==> config.mk <==
export PLATFORM = sky130hd
export DESIGN_NAME = sync_presence_detector
export DESIGN_NICKNAME = d
export VERILOG_FILES = /design/src/rtl/spd_pkg.sv /design/src/rtl/spd_thr_decode.sv /design/src/rtl/spd_datapath.sv /design/src/rtl/spd_control.sv /design/src/rtl/sync_presence_detector.sv
export SDC_FILE = /design/constraint.sdc
export NUM_CORES = 1
export LEC_CHECK = 0
export BUFFER_PORTS_ARGS = -buffer_cell sky130_fd_sc_hd__buf_2
export CORE_ASPECT_RATIO = 0.75
export CORE_MARGIN = 5
export CORE_UTILIZATION = 40
export DETAILED_ROUTE_END_ITERATION = 16
export GPL_TIMING_DRIVEN = 0
export SLEW_MARGIN = 20
export SYNTH_ARGS = -nofsm -noshare
export SYNTH_HDL_FRONTEND = slang
export SYNTH_SLANG_ARGS = --single-unit
export TNS_END_PERCENT = 20
==> constraint.sdc <==
create_clock -name clk -period 7.15 [get_ports clk]
set_input_delay 0.3575 -clock clk [delete_from_list [all_inputs] [get_ports clk]]
set_output_delay 0.3575 -clock clk [all_outputs]
set_load 0.01 [all_outputs]
==> src/rtl/spd_pkg.sv <==
package spd_pkg;
  // Strobes from the control to the run counter
  typedef struct packed {
    logic runInc;
    logic runClr;
  } runCtl_t;
endpackage

==> src/rtl/spd_thr_decode.sv <==
module spd_thr_decode #(
  parameter int CODE_W = 3,
  parameter int UNIT   = 4,
  parameter int CNT_W  = 9
) (
  input  logic [CODE_W-1:0] code,
  output logic [CNT_W-1:0]  thr,
  output logic              isZero
);
  localparam logic [CNT_W-1:0] UNIT_V = CNT_W'(UNIT);

  always_comb begin
    thr    = '0;
    isZero = (code == '0);
    if ($countones(code) > 1) begin
      thr = UNIT_V << (CODE_W - 1);
    end else begin
      for (int i = 0; i < CODE_W; i++) begin
        if (code[i]) thr = UNIT_V << i;
      end
    end
  end
endmodule

==> src/rtl/spd_datapath.sv <==
module spd_datapath
  import spd_pkg::*;
#(
  parameter int CNT_W = 9
) (
  input  logic             clk,
  input  logic             rstN,
  input  runCtl_t          ctl,
  input  logic [CNT_W-1:0] acqThr,
  input  logic [CNT_W-1:0] lossThr,
  output logic [CNT_W-1:0] runCnt,
  output logic             acqReached,
  output logic             lossReached
);
  logic [CNT_W-1:0] nextCnt;

  always_comb begin
    nextCnt = (&runCnt) ? runCnt : runCnt + 1'b1;
    acqReached  = (nextCnt >= acqThr);
    lossReached = (nextCnt >= lossThr);
  end

  always_ff @(posedge clk or negedge rstN) begin
    if (!rstN)           runCnt <= '0;
    else if (ctl.runClr) runCnt <= '0;
    else if (ctl.runInc) runCnt <= nextCnt;
  end
endmodule

==> src/rtl/spd_control.sv <==
module spd_control
  import spd_pkg::*;
(
  input  logic    clk,
  input  logic    rstN,
  input  logic    lineStrobe,
  input  logic    syncHit,
  input  logic    acqReached,
  input  logic    lossReached,
  input  logic    lossNever,
  output runCtl_t ctl,
  output logic    present
);
  logic presentNext;

  always_comb begin
    ctl         = '0;
    presentNext = present;
    if (lineStrobe) begin
      if (!present) begin
        if (syncHit) begin
          if (acqReached) begin
            presentNext = 1'b1;
            ctl.runClr  = 1'b1;
          end else begin
            ctl.runInc  = 1'b1;
          end
        end else begin
          ctl.runClr = 1'b1;
        end
      end else begin
        if (!syncHit && !lossNever) begin
          if (lossReached) begin
            presentNext = 1'b0;
            ctl.runClr  = 1'b1;
          end else begin
            ctl.runInc  = 1'b1;
          end
        end else begin
          ctl.runClr = 1'b1;
        end
      end
    end
  end

  always_ff @(posedge clk or negedge rstN) begin
    if (!rstN) present <= 1'b0;
    else       present <= presentNext;
  end
endmodule

==> src/rtl/sync_presence_detector.sv <==
module sync_presence_detector
  import spd_pkg::*;
#(
  parameter int ACQ_W     = 3,
  parameter int LOSS_W    = 4,
  parameter int ACQ_UNIT  = 4,
  parameter int LOSS_UNIT = 32
) (
  input  logic              clk,
  input  logic              rstN,
  input  logic              lineStrobe,
  input  logic              syncHit,
  input  logic [ACQ_W-1:0]  acqCode,
  input  logic [LOSS_W-1:0] lossCode,
  output logic              syncPresent
);
  localparam int ACQ_MAX  = ACQ_UNIT  << (ACQ_W - 1);
  localparam int LOSS_MAX = LOSS_UNIT << (LOSS_W - 1);
  localparam int THR_MAX  = (ACQ_MAX > LOSS_MAX) ? ACQ_MAX : LOSS_MAX;
  localparam int CNT_W    = $clog2(THR_MAX + 1);

  runCtl_t          ctl;
  logic [CNT_W-1:0] acqThr, lossThr, runCnt;
  logic             acqZero, lossNever, acqReached, lossReached;

  spd_thr_decode #(.CODE_W(ACQ_W), .UNIT(ACQ_UNIT), .CNT_W(CNT_W)) acqDec_i (
    .code(acqCode), .thr(acqThr), .isZero(acqZero));

  spd_thr_decode #(.CODE_W(LOSS_W), .UNIT(LOSS_UNIT), .CNT_W(CNT_W)) lossDec_i (
    .code(lossCode), .thr(lossThr), .isZero(lossNever));

  spd_datapath #(.CNT_W(CNT_W)) dp_i (
    .clk(clk), .rstN(rstN), .ctl(ctl), .acqThr(acqThr), .lossThr(lossThr),
    .runCnt(runCnt), .acqReached(acqReached), .lossReached(lossReached));

  spd_control ctrl_i (
    .clk(clk), .rstN(rstN), .lineStrobe(lineStrobe), .syncHit(syncHit),
    .acqReached(acqReached), .lossReached(lossReached), .lossNever(lossNever),
    .ctl(ctl), .present(syncPresent));
endmodule

==> results.md <==
* Syn_nets at 156
* Mapped Cells at 128
* Num CTS Buffers at 3
* R2r worst-path depth at 12
* Status: finished clean
* Ys flop type: dfrtp_1
* Maximum vdd drop at 0.0856 mV
* Initial core utilization at 42.6%
* Sequential fraction of the synthesis area at 21.9%
* Period utilisation layout at 43.3%
* Clock power frac at 31.7%
* CTS tree: yes
* Worst slew margin at 72.7%
* Post-layout min period at 3.10 ns
* Max H-tree Level at 1
* Fill count at 265
* CP Capture Type: flip-flop
* GPL Wtd Cong at 0.790
* Grt ovf at 0
* Final setup fails at 0
* Nets at 172
* Max cap viols at 0
* Layout cells sized above 1 at 21.7%
* Distinct cell type count after synthesis at 43
* Initial antenna violation count at 0
* Worst hold path cell count at 3
* PwrDens at 175 nW/um^2
* Reg2reg end: dp_i.runCnt[2]
* Final ANT Viol Nets at 0
* Io pins at 12
* Wire length per cell at 14.1 um
* Mean Syn Cell Area at 8.92 um^2
* Row cnt at 16
* Vias/cell at 5.59
* DR vias at 1000
* Worst EP arrival at 3.24 ns
* Area growth syn-to-layout at 14.0%
* Synthesis Warnings at 0
* Largest net degree at the start of global routing at 11
* Worst r2r src: dp_i.runCnt[0]
* Final worst slack at 4.05 ns
* Non-filler cells, final at 179
* Fin util at 48.6%
* Core area at 2680 um^2
* Worst-Skew Late Latency at 0.24 ns
* DR iter-0 viols at 71
* Comb power frac at 35.2%
* Post-Route Setup TNS at 0 ns
* Mapped cell area at 1140 um^2
* Switching share of power at 35.1%
* FF+latch count, synth at 10
* Worst-case clock buffer depth at 2
* Post-DP Area at 1240 um^2
* Max Slew Vio Count at 0
* Psw at 0.0802 mW
* Clk slew on worst S/H paths at 0.05 ns
* Type of the worst setup path: input port to flip-flop
* GR Util All Layers at 13.2%
* Die W at 71.7 um
* Die Ht at 56.3 um
* Final Instance Area at 1300 um^2
* Skew final at 0.00138 ns
* Multi-input gate area at 798 um^2
* Max Fclk at 323 MHz
* Worst Path Max Fanout at 6
* WL final at 2.52 mm
* Final Hold Vio Count at 0
* Worst Hold End: dp_i.runCnt[8]
* Seq pwr share at 33.1%
* RSZ-0062 raised after global routing: no
* Internal power at 0.148 mW
* Required time worst endpoint at 7.30 ns
* First-pass GRT wire length at 4.26 mm
* Placed cell count at 174
* IO buf count at 10
* Post-synth ARST share at 100%
* CTS root buffer: clkbuf_8
* Worst reg-to-reg setup slack at 4.24 ns
* Vias in the first global route at 933
* Remaining DRCs at 0
* DIE AREA at 4040 um^2
* Hold path start: lineStrobe
* Worst slack, placed at 3.80 ns
* Post-DP HPWL at 2.00 mm
* Clk sinks at 10
* Drt first pass iters at 4
* Startpoint Class: input port
* Hold Crit Class: input port to flip-flop
* Leakage power at 0.661 nW
* Number of flops mapped to enable cells by yosys at 0
* Slew @ Worst Pin at 0.404 ns
* Reg area at 250 um^2
* Ant diodes at 0
## cell type report
| type | count | area share, % |
|---|---|---|
| multi-input combinational | 103 | 61.3 |
| tap | 36 | 3.46 |
| inverter | 8 | 2.31 |
| sequential | 10 | 19.2 |
| clock buffer | 4 | 4.23 |
| timing repair buffer | 11 | 4.61 |
| buffer | 7 | 4.90 |
## routing by layer
metal | GRT usage, % | share of wire [%] | vias up
met5 | 0 | 0 | -
met4 | 3.75 | 0 | 0
met3 | 2.67 | 4.5 | 0
met2 | 18.3 | 43 | 22
met1 | 20.1 | 53 | 477
li1 | - | - | 501
## power by group through the flow
stage                     Clock, mW  Sequential (mW)  Combinational (mW)
after global routing         0.0755           0.0770              0.0905
after detailed placement          0           0.0761              0.0795
after CTS                    0.0736           0.0752              0.0806
after floorplan                   0           0.0733              0.0595
after global placement            0           0.0757              0.0777
final                        0.0724           0.0756              0.0803
## registers in the layout (all words and copies together) (netlist names)
register,count
ctrl_i.present,1
dp_i.runCnt,9
## cells by family after synthesis
family	synth area share, %
AOI/OAI and AO/OA	21.2
xor gates and xnor gates	2.30
adders and majority gates	19.3
buffers and inverters	8.21
DFF	21.9
muxes	2.63
and+or+nand+nor	24.4
## how the worst max path moves through the flow
| stage | endpoint | startpoint | slack (ns) |
|---|---|---|---|
| floorplan | dp_i.runCnt[2] | lossCode[2] | 4.23 |
| global placement | dp_i.runCnt[2] | lossCode[2] | 3.86 |
| detailed placement | dp_i.runCnt[2] | lossCode[2] | 3.80 |
| CTS | dp_i.runCnt[2] | lossCode[2] | 4.04 |
| global route | dp_i.runCnt[2] | lossCode[3] | 3.88 |
| finish | dp_i.runCnt[2] | lossCode[2] | 4.05 |
## through the flow
step / hold slack (ns) / power (mW)
floorplan: 0.0619 / 0.133
global placement: 0.239 / 0.153
detailed placement: 0.244 / 0.156
CTS: 0.477 / 0.229
global route: 0.509 / 0.243
finish: 0.482 / 0.228
## critical path, cell delays in order
cell      delay, ns
buf_2          0.12
inv_1          0.05
ha_1           0.27
and2_1         0.17
fa_1           0.47
nor4_1         0.33
nand2_1        0.11
ha_1           0.29
nor2b_1        0.14
o211ai_1       0.15
and4b_1        0.29
a31oi_2        0.20
a221oi_2       0.29
## cells in the mapped netlist (2+ instances only)
cell / number / area, um^2
mux2i_1: 3 / 30.0
inv_1: 8 / 30.0
ha_1: 16 / 200
o2bb2ai_1: 3 / 26.3
a21oi_1: 8 / 40.0
nand2_1: 16 / 60.1
buf_4: 4 / 30.0
a21o_1: 3 / 22.5
a31oi_1: 6 / 37.5
and2_1: 3 / 18.8
and3_1: 2 / 12.5
dfrtp_1: 10 / 250
nand2b_1: 2 / 12.5
xor2_1: 3 / 26.3
nand4_1: 4 / 25.0
nand3_1: 3 / 15.0
nor2b_1: 2 / 12.5
buf_6: 3 / 33.8
nor2_1: 4 / 15.0
nor3_1: 2 / 10.0
## timing repair
action                    CTS  global route
gates resized for setup     0             0
hold endpoints to repair   10             0
buffers inserted            0             0
hold buffers                1             0
## placed cells by master (no fill, tap or decap), types with 2 or more instances in the layout
master and count:
o2bb2ai_1 3, ha_1 16, nor2b_1 2, nand2_1 16
a21oi_1 8, buf_6 3, clkbuf_8 4, dfrtp_1 10
a21o_1 3, nor2_1 4, nand3_1 3, buf_2 10
and3_1 2, xor2_1 3, and2_1 3, nand4_1 4
nand2b_1 2, mux2i_1 3, a31oi_1 6, inv_1 8
buf_4 4, nor3_1 2
(Power assumes the default switching activity.)
